### src/rtl/alu_bist_pkg.sv
package alu_bist_pkg;

    typedef enum logic [3:0] {
        OP_ROR  = 4'd0,
        OP_ROL  = 4'd1,
        OP_OR   = 4'd2,
        OP_AND  = 4'd3,
        OP_XOR  = 4'd4,
        OP_XNOR = 4'd5,
        OP_NOT  = 4'd6,
        OP_CMP  = 4'd7,
        OP_ADD  = 4'd8,
        OP_SUB  = 4'd9,
        OP_MUL  = 4'd10
    } op_code_e;

    typedef enum logic [2:0] {
        PH_IDLE,
        PH_SHIFT,
        PH_LOGIC,
        PH_ARITH,
        PH_MUL,
        PH_DRAIN,
        PH_DONE
    } phase_e;

    localparam int NIB_W   = 4;
    localparam int LOGIC_N = 24;
    localparam int ARITH_N = 16;
    localparam int MUL_N   = 256;

    // rotate chain length for a given word width
    function automatic int rot_steps(input int w);
        return 2 * w + 3;
    endfunction

    // number of leading rotate-right steps
    function automatic int ror_steps(input int w);
        return w + 2;
    endfunction

    function automatic int idx_width(input int w);
        int m;
        m = (rot_steps(w) > MUL_N) ? rot_steps(w) : MUL_N;
        return $clog2(m);
    endfunction

endpackage

### src/rtl/alu_bist_ctrl.sv
module alu_bist_ctrl
    import alu_bist_pkg::*;
#(
    parameter int WORD_W = 32,
    parameter int IDX_W  = 8
) (
    input  logic             clk,
    input  logic             rst,
    input  logic             start,
    input  logic             cap,
    input  logic             inflight,
    output phase_e           phase,
    output logic [IDX_W-1:0] idx,
    output logic             issue,
    output logic             running
);

    localparam int SHIFT_N = rot_steps(WORD_W);
    localparam logic [IDX_W-1:0] SHIFT_LAST = IDX_W'(SHIFT_N - 1);
    localparam logic [IDX_W-1:0] LOGIC_LAST = IDX_W'(LOGIC_N - 1);
    localparam logic [IDX_W-1:0] ARITH_LAST = IDX_W'(ARITH_N - 1);
    localparam logic [IDX_W-1:0] MUL_LAST   = IDX_W'(MUL_N - 1);

    phase_e           ph_q;
    logic [IDX_W-1:0] idx_q;
    logic             wait_q;

    always_ff @(posedge clk) begin
        if (rst) begin
            ph_q   <= PH_IDLE;
            idx_q  <= '0;
            wait_q <= 1'b0;
        end else begin
            case (ph_q)
                PH_IDLE, PH_DONE: begin
                    if (start) begin
                        ph_q   <= PH_SHIFT;
                        idx_q  <= '0;
                        wait_q <= 1'b0;
                    end
                end
                PH_SHIFT: begin
                    if (!wait_q) begin
                        wait_q <= 1'b1;
                    end else if (cap) begin
                        wait_q <= 1'b0;
                        if (idx_q == SHIFT_LAST) begin
                            ph_q  <= PH_LOGIC;
                            idx_q <= '0;
                        end else begin
                            idx_q <= idx_q + IDX_W'(1);
                        end
                    end
                end
                PH_LOGIC: begin
                    if (idx_q == LOGIC_LAST) begin
                        ph_q  <= PH_ARITH;
                        idx_q <= '0;
                    end else begin
                        idx_q <= idx_q + IDX_W'(1);
                    end
                end
                PH_ARITH: begin
                    if (idx_q == ARITH_LAST) begin
                        ph_q  <= PH_MUL;
                        idx_q <= '0;
                    end else begin
                        idx_q <= idx_q + IDX_W'(1);
                    end
                end
                PH_MUL: begin
                    if (idx_q == MUL_LAST) begin
                        ph_q  <= PH_DRAIN;
                        idx_q <= '0;
                    end else begin
                        idx_q <= idx_q + IDX_W'(1);
                    end
                end
                PH_DRAIN: begin
                    if (!inflight) ph_q <= PH_DONE;
                end
                default: ph_q <= PH_IDLE;
            endcase
        end
    end

    always_comb begin
        phase   = ph_q;
        idx     = idx_q;
        issue   = ((ph_q == PH_SHIFT) && !wait_q) || (ph_q == PH_LOGIC) ||
                  (ph_q == PH_ARITH) || (ph_q == PH_MUL);
        running = (ph_q != PH_IDLE) && (ph_q != PH_DONE);
    end

endmodule

### src/rtl/alu_bist_patgen.sv
module alu_bist_patgen
    import alu_bist_pkg::*;
#(
    parameter int WORD_W    = 32,
    parameter int IDX_W     = 8,
    parameter int FIELD_LSB = 0
) (
    input  phase_e            phase,
    input  logic [IDX_W-1:0]  idx,
    input  logic [WORD_W-1:0] chain,
    output op_code_e          code,
    output logic [WORD_W-1:0] opnd_a,
    output logic [WORD_W-1:0] opnd_b
);

    localparam logic [WORD_W-1:0] W_ZERO = '0;
    localparam logic [WORD_W-1:0] W_ONES = '1;
    localparam logic [WORD_W-1:0] W_ONE  = WORD_W'(1);
    localparam logic [WORD_W-1:0] W_MSB  = {1'b1, {(WORD_W-1){1'b0}}};
    localparam logic [WORD_W-1:0] W_MAXP = {1'b0, {(WORD_W-1){1'b1}}};
    localparam logic [WORD_W-1:0] W_ALT  = {(WORD_W/2){2'b01}};
    localparam logic [IDX_W-1:0]  ROR_N  = IDX_W'(ror_steps(WORD_W));

    function automatic logic [WORD_W-1:0] corner(input logic sel);
        return sel ? W_ONES : W_ZERO;
    endfunction

    always_comb begin
        code   = OP_ROR;
        opnd_a = W_ZERO;
        opnd_b = W_ZERO;
        case (phase)
            PH_SHIFT: begin
                code   = (idx < ROR_N) ? OP_ROR : OP_ROL;
                opnd_a = chain;
            end
            PH_LOGIC: begin
                code   = op_code_e'(4'(OP_OR) + {1'b0, idx[4:2]});
                opnd_a = corner(idx[1]);
                opnd_b = corner(idx[0]);
            end
            PH_ARITH: begin
                if (!idx[3]) begin
                    code   = idx[2] ? OP_SUB : OP_ADD;
                    opnd_a = corner(idx[1]);
                    opnd_b = corner(idx[0]);
                end else begin
                    case (idx[2:0])
                        3'd0: begin code = OP_ADD; opnd_a = W_ONES; opnd_b = W_ONE;  end
                        3'd1: begin code = OP_ADD; opnd_a = W_MAXP; opnd_b = W_ONE;  end
                        3'd2: begin code = OP_ADD; opnd_a = W_MSB;  opnd_b = W_MSB;  end
                        3'd3: begin code = OP_ADD; opnd_a = W_ALT;  opnd_b = W_ALT;  end
                        3'd4: begin code = OP_SUB; opnd_a = W_ZERO; opnd_b = W_ONE;  end
                        3'd5: begin code = OP_SUB; opnd_a = W_MSB;  opnd_b = W_ONE;  end
                        3'd6: begin code = OP_SUB; opnd_a = W_ONE;  opnd_b = W_ONES; end
                        default: begin code = OP_ADD; opnd_a = W_ONES; opnd_b = W_ONES; end
                    endcase
                end
            end
            PH_MUL: begin
                code   = OP_MUL;
                opnd_a = WORD_W'(idx[2*NIB_W-1:NIB_W]) << FIELD_LSB;
                opnd_b = WORD_W'(idx[NIB_W-1:0]) << FIELD_LSB;
            end
            default: ;
        endcase
    end

endmodule

### src/rtl/alu_bist_misr.sv
module alu_bist_misr #(
    parameter int                WORD_W = 32,
    parameter logic [WORD_W-1:0] POLY   = WORD_W'(32'h0040_0007)
) (
    input  logic              clk,
    input  logic              rst,
    input  logic              clear,
    input  logic              en,
    input  logic [WORD_W-1:0] data,
    output logic [WORD_W-1:0] sig
);

    logic [WORD_W-1:0] sig_q;

    always_ff @(posedge clk) begin
        if (rst || clear) begin
            sig_q <= '0;
        end else if (en) begin
            sig_q <= {sig_q[WORD_W-2:0], 1'b0} ^ (sig_q[WORD_W-1] ? POLY : '0) ^ data;
        end
    end

    assign sig = sig_q;

endmodule

### src/rtl/alu_bist_seq.sv
module alu_bist_seq
    import alu_bist_pkg::*;
#(
    parameter int                WORD_W    = 32,
    parameter int                RES_LAT   = 2,
    parameter int                FIELD_LSB = 0,
    parameter logic [WORD_W-1:0] MISR_POLY = WORD_W'(32'h0040_0007),
    parameter logic [WORD_W-1:0] GOLDEN    = '0
) (
    input  logic              clk,
    input  logic              rst,
    input  logic              start,
    output logic              op_valid,
    output logic [3:0]        op_code,
    output logic [WORD_W-1:0] op_a,
    output logic [WORD_W-1:0] op_b,
    input  logic [WORD_W-1:0] res_data,
    output logic              done,
    output logic              pass,
    output logic [WORD_W-1:0] signature
);

    localparam int IDX_W = idx_width(WORD_W);

    phase_e            phase;
    logic [IDX_W-1:0]  idx;
    logic              issue;
    logic              running;
    logic [RES_LAT-1:0] vpipe;
    logic              cap;
    logic              inflight;
    logic              launch;
    logic [WORD_W-1:0] chain_q;
    op_code_e          code;

    assign launch   = start && !running;
    assign cap      = vpipe[RES_LAT-1];
    assign inflight = |vpipe;

    alu_bist_ctrl #(
        .WORD_W (WORD_W),
        .IDX_W  (IDX_W)
    ) u_ctrl (
        .clk      (clk),
        .rst      (rst),
        .start    (start),
        .cap      (cap),
        .inflight (inflight),
        .phase    (phase),
        .idx      (idx),
        .issue    (issue),
        .running  (running)
    );

    alu_bist_patgen #(
        .WORD_W    (WORD_W),
        .IDX_W     (IDX_W),
        .FIELD_LSB (FIELD_LSB)
    ) u_patgen (
        .phase  (phase),
        .idx    (idx),
        .chain  (chain_q),
        .code   (code),
        .opnd_a (op_a),
        .opnd_b (op_b)
    );

    // issue-to-capture delay line, sized by the result latency
    generate
        if (RES_LAT == 1) begin : g_lat_one
            always_ff @(posedge clk) begin
                if (rst) vpipe <= '0;
                else     vpipe <= issue;
            end
        end else begin : g_lat_many
            always_ff @(posedge clk) begin
                if (rst) vpipe <= '0;
                else     vpipe <= {vpipe[RES_LAT-2:0], issue};
            end
        end
    endgenerate

    // rotate chain operand: seeded with one, then fed by returned results
    always_ff @(posedge clk) begin
        if (rst || launch) begin
            chain_q <= WORD_W'(1);
        end else if (cap && (phase == PH_SHIFT)) begin
            chain_q <= res_data;
        end
    end

    alu_bist_misr #(
        .WORD_W (WORD_W),
        .POLY   (MISR_POLY)
    ) u_misr (
        .clk   (clk),
        .rst   (rst),
        .clear (launch),
        .en    (cap),
        .data  (res_data),
        .sig   (signature)
    );

    assign op_valid = issue;
    assign op_code  = 4'(code);
    assign done     = (phase == PH_DONE);
    assign pass     = done && (signature == GOLDEN);

endmodule

### config.mk
export PLATFORM = sky130hd
export DESIGN_NAME = alu_bist_seq
export DESIGN_NICKNAME = d
export VERILOG_FILES = /design/src/rtl/alu_bist_pkg.sv /design/src/rtl/alu_bist_ctrl.sv /design/src/rtl/alu_bist_patgen.sv /design/src/rtl/alu_bist_misr.sv /design/src/rtl/alu_bist_seq.sv
export SDC_FILE = /design/constraint.sdc
export NUM_CORES = 1
export LEC_CHECK = 0
export ABC_CLOCK_PERIOD_IN_PS = 2700
export BUFFER_PORTS_ARGS = -buffer_cell sky130_fd_sc_hd__buf_4
export CORE_MARGIN = 2
export CORE_UTILIZATION = 51
export DETAILED_ROUTE_END_ITERATION = 16
export MAX_ROUTING_LAYER = met4
export PLACE_DENSITY_LB_ADDON = 0.15
export SLEW_MARGIN = 20
export SYNTH_ARGS = -nofsm -noshare
export SYNTH_HDL_FRONTEND = slang
export SYNTH_SLANG_ARGS = --single-unit
### constraint.sdc
create_clock -name clk -period 2.7 [get_ports clk]
set_input_delay 0 -clock clk [delete_from_list [all_inputs] [get_ports clk]]
set_output_delay 0 -clock clk [all_outputs]
set_load 0.02 [all_outputs]
==> flow_metrics.tcl <==
set metrics [dict create \
    status "completed" \
    critPathMaxStageDelay_ns 0.41 \
    seqCellArea_um2 1570 \
    cap_violations 0 \
    nFillCells 633 \
    synth_top_cell_by_area "dfxtp_1" \
    drtIter0Drc 304 \
    routedWlPerCell_um 16.0 \
    dieArea_um2 9190 \
    multi_input_area_um2 2370 \
    hold_path.class "primary input to flop" \
    syn_to_final_growth_pct 35.7 \
    rows 33 \
    setup_violations 0 \
    htreeDepth 3 \
    swShare_pct 34.5 \
    hpwl_um 8700 \
    syn_area_um2 4300 \
    hold_violations 0 \
    finalPower_w 0.00349 \
    drive_gt1_share_pct 28.0 \
    fmax_mhz 395 \
    netlist_instances 535 \
    worst_slew_pin_slew_ns 0.616 \
    grt_setup_unrepaired "no" \
    synth_cell_types 59 \
    cts.sinks 78 \
    post_cts_buffers 0 \
    worst_r2r_path_depth 6 \
    power_frac_clock_pct 28.8 \
    critPathKind "flop to output port" \
    setup_tns_ns 0 \
    slew-limit-headroom_pct 58.9 \
    finalCritPeriodShare_pct 93.9 \
    gp_congestion 0.924 \
    seqPwrFrac_pct 38.8 \
    antennaDiodeCount 0 \
    ys_ff_latch 78 \
    core_um2 8220 \
    cell_internal_pwr_w 0.00229 \
    avgSynthCellArea_um2 8.05 \
    cts_buffer_depth 2 \
    holdPathStages 4 \
    finalCriticalPeriod_ns 2.53 \
    cts_tree "built" \
    chipHeight_um 95.9 \
    slew_violations 0 \
    path_max_fanout 9 \
    synth_nets 577 \
    worstPathRequired_ns 2.70 \
    grt_pass1_vias 4091 \
    yosys_warnings 0 \
    critPathSlowestCell "dfxtp_2" \
    path_cells "inv_1 -> ha_1 -> nor3_1 -> nand2_1 -> o2111a_1 -> a211oi_2 -> buf_4 -> a221o_1 -> buf_4" \
    synth_flop_cell "dfxtp_1" \
    wirelength_um 12500 \
    startpoint_type "flop" \
    via_per_inst 5.58 \
    cts_root_buf "clkbuf_8" \
    arrival_ns 2.53 \
    path_delay_family "compound AO/OA/AOI/OAI gates" \
    initial_core_util_pct 52.4 \
    drc_errors 0 \
    path_clk_slew_ns 0.08 \
    gr-total-overflow 0 \
    crit_cells 9 \
    skew_ns 0.0142 \
    ant_nets 0 \
    netlist.area_leader.share_pct 36.3 \
    crit_buf_inv 3 \
    crit_top_cell "buf_4" \
    die-width_um 95.9 \
    grt_max_degree 64 \
    grt_pass1_wl_um 19800 \
    layout.cells.non_filler 781 \
    grt_use_total_pct 28.3 \
    synth-edff-count 0 \
    p_per_area_nw_per_um2 598 \
    antenna_found_initial 0 \
    synthArstFlopShare_pct 0 \
    firstDrtPassIters 6 \
    cts_buffers 9 \
    end_kind "output port" \
    clock_latency_ns 0.34 \
    ys_seq_area_share_pct 36.3 \
    nets 713 \
    ios 138 \
    leakagePower_nw 2.55 \
    portBuffers 137 \
    power_switching_w 0.00120 \
    yosys-top-cells-area "dfxtp_1 36%, nand2_1 7.3%, xnor2_1 7.1%, a211oi_1 5.6%, a21o_1 5.2%" \
    dp.cells 732 \
    peakVddDrop_mv 0.396 \
    vias 4356 \
    pwr-share-comb_pct 32.4 \
]
[cell families (layout without fill, tap and decap cells)]
| group | after synthesis | in the layout | share of synthesized area (%) |
|---|---|---|---|
| compound gates | 149 | 149 | 24.4 |
| xor+xnor | 39 | 39 | 7.94 |
| fa+ha+maj | 7 | 7 | 2.03 |
| buf+inv | 70 | 211 | 8.78 |
| flops | 78 | 78 | 36.3 |
| mux | 3 | 3 | 0.698 |
| simple gates | 189 | 189 | 19.9 |
[stage by stage]
stage                     hold slack, ns  setup slack, ns  util (%)  area [um2]
after floorplan                   0.0691            0.495         -        4300
after global placement             0.234            0.504      64.1        5270
after detailed placement           0.238            0.389      64.1        5270
after CTS                          0.196           0.0513      71.0        5830
after global routing               0.237          0.00985      71.1        5840
final                              0.209            0.166      71.1        5840
[power groups by stage]
stage	Combinational [W]	Clock [W]	Sequential (W)
6_report	0.00113	0.00101	0.00136
5_1_grt	0.00123	0.00107	0.00137
3_5_place_dp	0.00108	0	0.00138
3_3_place_gp	0.00107	0	0.00137
2_1_floorplan	0.000720	0	0.00136
4_1_cts	0.00112	0.00102	0.00135
[synthesized netlist by cell type (3+ instances only)]
cell and n:
nand2_1 84, dfxtp_1 78, nor2_1 56, a21oi_1 43, xnor2_1 35, a211oi_1 32, a21o_1 30, clkbuf_1 27
buf_4 26, nor4_1 9, buf_2 8, ha_1 7, o21ai_0 7, inv_1 6, nor2b_1 5, nor3_1 5
nand3_1 4, nor3b_1 4, o211ai_1 4, o21bai_1 4, xor2_1 4, a221o_1 3, and2_1 3, mux2i_1 3
nand4_1 3, o2111ai_1 3
[registers in the layout, indices dropped and copies added (netlist names)]
register,cells
u_misr.sig,32
vpipe,2
u_ctrl.idx,8
u_ctrl.wait_q,1
u_ctrl.phase,3
chain_q,32
[metal layers]
metal / global-route usage [%] / vias up / wire, um
li1: - / 2117 / -
met3: 3.68 / 27 / 646
met4: 11.5 / 0 / 302
met2: 44.6 / 163 / 5980
met5: - / - / 0
met1: 36.9 / 2049 / 5570
[worst reg2reg max path, cell delays in order, from the launching register on]
cell and delay [ns]:
dfxtp_2 0.48, ha_1 0.34, nand4b_1 0.17, nor4_1 0.27
a211oi_2 0.19, or2_4 0.29, o41ai_1 0.33
[worst paths after layout]
check                                                start                            to  slack, ns
worst max-delay path            u_ctrl.idx[0]$_SDFFE_PP0P_                       op_a[1]       0.17
worst max register to register  u_ctrl.idx[1]$_SDFFE_PP0P_  u_ctrl.phase[1]$_SDFFE_PP0P_       0.53
worst min-delay path                                 start       chain_q[0]$_SDFFE_PP1P_       0.21
worst min register to register    chain_q[18]$_SDFFE_PP0P_      chain_q[18]$_SDFFE_PP0P_       0.46
[layout make-up]
class	instances	share of cell area (%)
flip-flops and latches	78	26.8
multi-input cells	387	40.6
inverters	7	0.450
clock inverters	3	1.11
clock buffers	13	2.89
well taps	105	2.25
repair buffers	188	25.9
[what timing repair did]
item / 4_1_cts / 5_1_grt
endpoints found under the setup margin: 0 / 15
hold endpoints to repair: 65 / 0
hold buffers: 33 / 0
gates resized for setup: 0 / 3
[layout by cell type (no fill, tap or decap), types with 5 or more instances in the layout]
master / instances
xnor2_1: 35
ha_1: 7
nor3_1: 5
o21ai_0: 7
nor4_1: 9
nand2_1: 83
clkbuf_8: 12
a21o_1: 30
nor2_1: 56
buf_4: 153
a211oi_1: 32
nor2b_1: 5
dlygate4sd3_1: 33
inv_1: 6
dfxtp_1: 75
a21oi_1: 43
Note: power is estimated with default switching activity, not from simulation.
